$ cat config.mk
export PLATFORM = sky130hd
export DESIGN_NAME = rsm_solver
export DESIGN_NICKNAME = d
export VERILOG_FILES = /design/src/rtl/rsm_pkg.sv /design/src/rtl/rsm_prep.sv /design/src/rtl/rsm_refine.sv /design/src/rtl/rsm_extract.sv /design/src/rtl/rsm_solver.sv
export SDC_FILE = /design/constraint.sdc
export NUM_CORES = 2
export LEC_CHECK = 0
export BUFFER_PORTS_ARGS = -buffer_cell sky130_fd_sc_hd__clkbuf_2
export CORE_MARGIN = 2
export CORE_UTILIZATION = 60
export DETAILED_ROUTE_END_ITERATION = 10
export GPL_ROUTABILITY_DRIVEN = 0
export PLACE_DENSITY = 0.77
export SETUP_SLACK_MARGIN = 0.3
export SLEW_MARGIN = 0
export SYNTH_ARGS = -nofsm -noshare
export SYNTH_HDL_FRONTEND = slang
export SYNTH_SLANG_ARGS = --single-unit
export TNS_END_PERCENT = 30
$ cat constraint.sdc
create_clock -name clk -period 100 [get_ports clk]
set_input_delay 15 -clock clk [delete_from_list [all_inputs] [get_ports clk]]
set_output_delay 15 -clock clk [all_outputs]
set_load 0.005 [all_outputs]
$ cat src/rtl/rsm_pkg.sv
package rsm_pkg;

  localparam int SYM_MAX = 8;

  typedef logic [SYM_MAX-1:0] sym_t;
  typedef logic [SYM_MAX:0]   poly_t;

  // Shift-and-add product in GF(2^m), m <= SYM_MAX, reduced by poly.
  function automatic sym_t gf_mul(input sym_t a, input sym_t b, input int m, input poly_t poly);
    sym_t  p;
    sym_t  mask;
    poly_t one;
    one  = poly_t'(1);
    mask = sym_t'((one << m) - one);
    p    = '0;
    for (int k = SYM_MAX - 1; k >= 0; k--) begin
      if (k < m) begin
        logic hi;
        hi = p[m-1];
        p  = (p << 1) & mask;
        if (hi) p = p ^ (poly[SYM_MAX-1:0] & mask);
        if (b[k]) p = p ^ a;
      end
    end
    return p;
  endfunction

  // Inverse as a^(2^m - 2); zero maps to zero.
  function automatic sym_t gf_inv(input sym_t a, input int m, input poly_t poly);
    sym_t x;
    sym_t r;
    x = a;
    r = sym_t'(1);
    for (int k = 1; k < SYM_MAX; k++) begin
      if (k < m) begin
        x = gf_mul(x, x, m, poly);
        r = gf_mul(r, x, m, poly);
      end
    end
    return (a == '0) ? '0 : r;
  endfunction

  // Position of weight (row r, locator i > r) in the flattened triangle.
  function automatic int tri_idx(input int r, input int i, input int t);
    return r * t - (r * (r + 1)) / 2 + (i - r - 1);
  endfunction

endpackage

$ cat src/rtl/rsm_prep.sv
module rsm_prep import rsm_pkg::*; #(
  parameter int M    = 8,
  parameter int T    = 4,
  parameter int POLY = 'h11D,
  localparam int NW  = T * (T - 1) / 2
) (
  input  logic [T-1:0][M-1:0]  loc,
  output logic [T-1:0][M-1:0]  dinv,
  output logic [NW-1:0][M-1:0] wt
);

  function automatic logic [M-1:0] fmul(input logic [M-1:0] a, input logic [M-1:0] b);
    return M'(gf_mul(sym_t'(a), sym_t'(b), M, poly_t'(POLY)));
  endfunction

  function automatic logic [M-1:0] finv(input logic [M-1:0] a);
    return M'(gf_inv(sym_t'(a), M, poly_t'(POLY)));
  endfunction

  // Row r, entry e stands for locator i = r + e:
  //   prod = X_i * prod over l < r of (X_i + X_l)
  for (genvar r = 0; r < T; r++) begin : g_lvl
    logic [T-r-1:0][M-1:0] prod;
    if (r == 0) begin : g_base
      assign prod = loc;
    end else begin : g_step
      for (genvar e = 0; e < T - r; e++) begin : g_ent
        assign prod[e] = fmul(g_lvl[r-1].prod[e+1], loc[r+e] ^ loc[r-1]);
      end
    end
    assign dinv[r] = finv(prod[0]);
    for (genvar e = 1; e < T - r; e++) begin : g_wt
      assign wt[tri_idx(r, r + e, T)] = prod[e];
    end
  end

endmodule

$ cat src/rtl/rsm_refine.sv
module rsm_refine import rsm_pkg::*; #(
  parameter int M    = 8,
  parameter int T    = 4,
  parameter int POLY = 'h11D
) (
  input  logic [T-2:0][M-1:0] loc,
  input  logic [T-1:0][M-1:0] syn,
  output logic [T-1:0][M-1:0] lead
);

  function automatic logic [M-1:0] fmul(input logic [M-1:0] a, input logic [M-1:0] b);
    return M'(gf_mul(sym_t'(a), sym_t'(b), M, poly_t'(POLY)));
  endfunction

  // Row r holds syndromes with X_1..X_r stripped away: s'_j = s_{j+1} + X_r * s_j
  for (genvar r = 0; r < T; r++) begin : g_lvl
    logic [T-r-1:0][M-1:0] row;
    if (r == 0) begin : g_base
      assign row = syn;
    end else begin : g_step
      for (genvar j = 0; j < T - r; j++) begin : g_ent
        assign row[j] = g_lvl[r-1].row[j+1] ^ fmul(g_lvl[r-1].row[j], loc[r-1]);
      end
    end
    assign lead[r] = row[0];
  end

endmodule

$ cat src/rtl/rsm_extract.sv
module rsm_extract import rsm_pkg::*; #(
  parameter int M    = 8,
  parameter int T    = 4,
  parameter int POLY = 'h11D,
  parameter int NUW  = 3,
  localparam int NW  = T * (T - 1) / 2
) (
  input  logic [T-1:0][M-1:0]  lead,
  input  logic [T-1:0][M-1:0]  dinv,
  input  logic [NW-1:0][M-1:0] wt,
  input  logic [NUW-1:0]       nu,
  output logic [T-1:0][M-1:0]  mag
);

  function automatic logic [M-1:0] fmul(input logic [M-1:0] a, input logic [M-1:0] b);
    return M'(gf_mul(sym_t'(a), sym_t'(b), M, poly_t'(POLY)));
  endfunction

  // Back substitution from the last slot down; each slot uses the ones above it.
  for (genvar r = 0; r < T; r++) begin : g_sol
    logic [M-1:0] num;
    always_comb begin
      num = lead[r];
      for (int i = r + 1; i < T; i++) begin
        num = num ^ fmul(wt[tri_idx(r, i, T)], mag[i]);
      end
    end
    assign mag[r] = (NUW'(r) < nu) ? fmul(num, dinv[r]) : '0;
  end

endmodule

$ cat src/rtl/rsm_solver.sv
module rsm_solver import rsm_pkg::*; #(
  parameter int M     = 8,
  parameter int T     = 4,
  parameter int POLY  = 'h11D,
  localparam int NUW  = $clog2(T + 1),
  localparam int NW   = T * (T - 1) / 2
) (
  input  logic                clk,
  input  logic                rst_n,
  input  logic                in_valid,
  input  logic [NUW-1:0]      in_nu,
  input  logic [T-1:0][M-1:0] in_loc,
  input  logic [T-1:0][M-1:0] in_syn,
  output logic                out_valid,
  output logic [NUW-1:0]      out_nu,
  output logic [T-1:0][M-1:0] out_mag
);

  function automatic logic [M-1:0] fmul(input logic [M-1:0] a, input logic [M-1:0] b);
    return M'(gf_mul(sym_t'(a), sym_t'(b), M, poly_t'(POLY)));
  endfunction

  logic [NUW-1:0]      nu_eff;
  logic [T-1:0][M-1:0] loc_m;
  logic [T-1:0][M-1:0] syn_m;
  logic [T-1:0][M-1:0] dinv;
  logic [NW-1:0][M-1:0] wt;
  logic [T-1:0][M-1:0] lead;
  logic [T-1:0][M-1:0] mag_c;

  assign nu_eff = (in_nu > NUW'(T)) ? NUW'(T) : in_nu;

  // Slots at or beyond nu are forced to zero before any arithmetic.
  for (genvar s = 0; s < T; s++) begin : g_mask
    assign loc_m[s] = (NUW'(s) < nu_eff) ? in_loc[s] : '0;
    assign syn_m[s] = (NUW'(s) < nu_eff) ? in_syn[s] : '0;
  end

  rsm_prep #(.M(M), .T(T), .POLY(POLY)) u_prep (
    .loc  (loc_m),
    .dinv (dinv),
    .wt   (wt)
  );

  rsm_refine #(.M(M), .T(T), .POLY(POLY)) u_refine (
    .loc  (loc_m[T-2:0]),
    .syn  (syn_m),
    .lead (lead)
  );

  rsm_extract #(.M(M), .T(T), .POLY(POLY), .NUW(NUW)) u_extract (
    .lead (lead),
    .dinv (dinv),
    .wt   (wt),
    .nu   (nu_eff),
    .mag  (mag_c)
  );

  always_ff @(posedge clk) begin
    if (!rst_n) begin
      out_valid <= 1'b0;
      out_nu    <= '0;
      out_mag   <= '0;
    end else begin
      out_valid <= in_valid;
      if (in_valid) begin
        out_nu  <= nu_eff;
        out_mag <= mag_c;
      end
    end
  end

  // Observation wires: locator sanity and recombined first syndrome.
  logic         loc_ok;
  logic [M-1:0] resyn1;
  always_comb begin
    loc_ok = 1'b1;
    resyn1 = '0;
    for (int a = 0; a < T; a++) begin
      resyn1 = resyn1 ^ fmul(mag_c[a], loc_m[a]);
      if (NUW'(a) < nu_eff) begin
        if (loc_m[a] == '0) loc_ok = 1'b0;
        for (int b = 0; b < a; b++) begin
          if (loc_m[a] == loc_m[b]) loc_ok = 1'b0;
        end
      end
    end
  end


  valid_follow_chk: assert property (@(posedge clk) disable iff (!rst_n)
    in_valid |=> out_valid);


  idle_follow_chk: assert property (@(posedge clk) disable iff (!rst_n)
    !in_valid |=> !out_valid);


  hold_idle_chk: assert property (@(posedge clk) disable iff (!rst_n)
    !in_valid |=> ($stable(out_mag) && $stable(out_nu)));


  resyn_match_chk: assert property (@(posedge clk) disable iff (!rst_n)
    (in_valid && loc_ok && nu_eff != '0) |-> (resyn1 == in_syn[0]));


  nu_clamp_chk: assert property (@(posedge clk) disable iff (!rst_n)
    in_valid |=> (out_nu <= NUW'(T)));

  for (genvar k = 0; k < T; k++) begin : g_zchk

    zero_slot_chk: assert property (@(posedge clk) disable iff (!rst_n)
      (out_valid && NUW'(k) >= out_nu) |-> (out_mag[k] == '0));
  end

endmodule

==> flow_summary.ini <==
[sta]
skew_ns = 0
setup_viol = 0
fmax_mhz = 18.7
setup_tns_ns = 0
worst_pin_slew_ns = 1.30
min_period_over_period_pct = 53.4
relSlewSlack_pct = 13.3
final_hold_viol_count = 0
rsz0062_at_grt = false
drv_slew = 0
fin_crit_ns = 53.37

[cts]
clockBufferDepth = 2
h-tree-depth = 2
clkTransAtPathRegs_ns = 0.06
insertion_delay_ns = 0.29
clock_sinks = 36
cts_tree = built
post_cts_buffers = 0
cts_buffers = 5
cts_hold_buf = 0
clock-root-buffer = clkbuf_16
cts_resized = 0

[route]
via_per_inst = 6.04
ant_nets = 0
wl_per_cell_um = 18.8
drc = 0
via_count = 62035
dr.first_iter.drc_count = 7414
firstDrtPassIters = 8
wirelength_um = 193000

[setup_path]
arrival_ns = 53.59
cp-end-kind = flip-flop
path_max_fanout = 65
cp_slowest_cell = xor2_1
cp_data_required_time_ns = 100.22
setup.worst_path.class = in2reg
critPathLaunchType = primary input
cpPeakStageDelay_ns = 0.84
cp_common_cell = xnor3_1

[synth]
synth_top_cell_by_area = xnor2_1
synth_top_area_share_pct = 33.8
yosysWarningCount = 0
seq_area_frac_synth_pct = 1.14
synth_seq_cells = 36
syn_area_per_cell_um2 = 6.95
synth.area.top_cells = xnor2_1 (34%), nor2_1 (9.6%), xnor3_1 (9.0%)
synth_cells = 9092
synthFlopType = dfxtp_1
syn_nets = 9193
syn_area_um2 = 63200
synth_async_sr_flop_share_pct = 0
yosys.cell_types.count = 114
synth-edff-count = 0

[die]
dieArea_um2 = 108000
initial_utilization_pct = 60.2
io_pins = 106
die_width_um = 328
die_h_um = 328
fp-row-count = 119
core_area_um2 = 105000

[global_route]
antenna_found_initial = 19
grt_pass1_wl_um = 308000
grt_usage_pct = 34.1
overflow = 0
grt_max_degree = 69
grt_pass1_vias = 57403

[place]
place.detailed.hpwl_um = 141000
port_buffers = 105

[final_layout]
final_cell_mix = xnor2_1 (2,422), nor2_1 (1,614), nand2_1 (1,295), xor2_1 (572), a21oi_1 (289)
final_common_cell = xnor2_1
area_growth_pct = 3.28
layout-drive-gt1-share_pct = 6.08
fill_cells = 9526
nNetsFinal = 8964

[status]
status = completed

[run]
cap_viol_max_count = 0

[worst_hold_path]
hold_class = reg2reg
[through the flow]
step	hold WS (ns)	std cells	utilization, %	setup WS, ns	cell area, um2
6_report	0.458	10269	62.2	46.63	65200
5_1_grt	0.500	10264	62.2	44.16	65200
4_1_cts	0.453	10255	62.2	47.38	65200
3_5_place_dp	0.444	10247	62.0	47.13	65000
3_3_place_gp	0.447	10247	62.0	48.33	65000
2_1_floorplan	0.442	9092	-	54.59	63200
[critical path, delay by kind of cell]
| family | cells | cell delay, ns |
|---|---|---|
| multiplexers | 2 | 0.43 |
| AND/OR/NAND/NOR | 19 | 4.43 |
| AO/OA/AOI/OAI | 15 | 4.12 |
| buffers and inverters | 8 | 3.17 |
| XOR/XNOR | 53 | 24.58 |
| adder cells (fa/ha/maj) | 4 | 1.70 |
[area by class of cell]
class | count | area, um2 | area share [%]
clock inverters | 1 | 7.51 | 0.0115
well taps | 1391 | 1740 | 2.67
inverters | 148 | 556 | 0.852
flip-flops and latches | 36 | 721 | 1.10
clock buffers | 7 | 143 | 0.219
multi-input cells | 8366 | 60000 | 92.0
diodes | 14 | 35.0 | 0.0537
repair buffers | 306 | 2030 | 3.12
[metal layers]
metal / track usage (%) / share of wire [%] / wire length (um)
met2: 54.5 / 45 / 85900
met1: 45.6 / 40 / 77200
met3: 5.55 / 11 / 20500
met5: 0 / 0.033 / 64
met4: 14.4 / 4.7 / 9130
[state kept, by name, indices dropped and copies added (netlist names)]
name,flops
out_mag,32
out_nu,3
out_valid,1
[kinds of logic after synthesis]
logic type                 count (synthesis)  synth area share (%)
and+or+nand+nor                         3694                  24.6
xor gates and xnor gates                3424                  56.0
AOI/OAI and AO/OA                       1066                  11.0
buffers and inverters                    690                  4.23
muxes                                    147                  2.42
DFF                                       36                  1.14
adders and majority gates                 35                 0.682
[cells in the mapped netlist (45+ instances only)]
cell,n
o21ai_0,243
xnor2_1,2440
a21oi_1,289
mux2i_1,120
inv_1,124
nor2_1,1616
nand3_1,218
nand2_1,1296
o22ai_1,52
xor2_1,577
nor2b_1,83
nand2b_1,75
xor3_1,48
nor3_1,160
and2_1,63
xnor2_2,45
xnor3_1,253
buf_1,64
clkbuf_1,427
[path summary, 6_finish.rpt]
path | start | endpoint | slack, ns | cells past startpoint
worst max-delay path | in_nu[2] | out_mag[4]$_SDFFE_PN0P_ | 46.63 | 101
worst min-delay path | out_mag[4]$_SDFFE_PN0P_ | out_mag[4]$_SDFFE_PN0P_ | 0.46 | 2
worst max register to register | out_nu[2]$_SDFFE_PN0P_ | out_nu[2]$_SDFFE_PN0P_ | 99.07 | 2
worst min register to register | out_mag[4]$_SDFFE_PN0P_ | out_mag[4]$_SDFFE_PN0P_ | 0.46 | 2
Power is not shown: default switching activity piles up to over one toggle a cycle in this logic, so the estimate is an artifact.
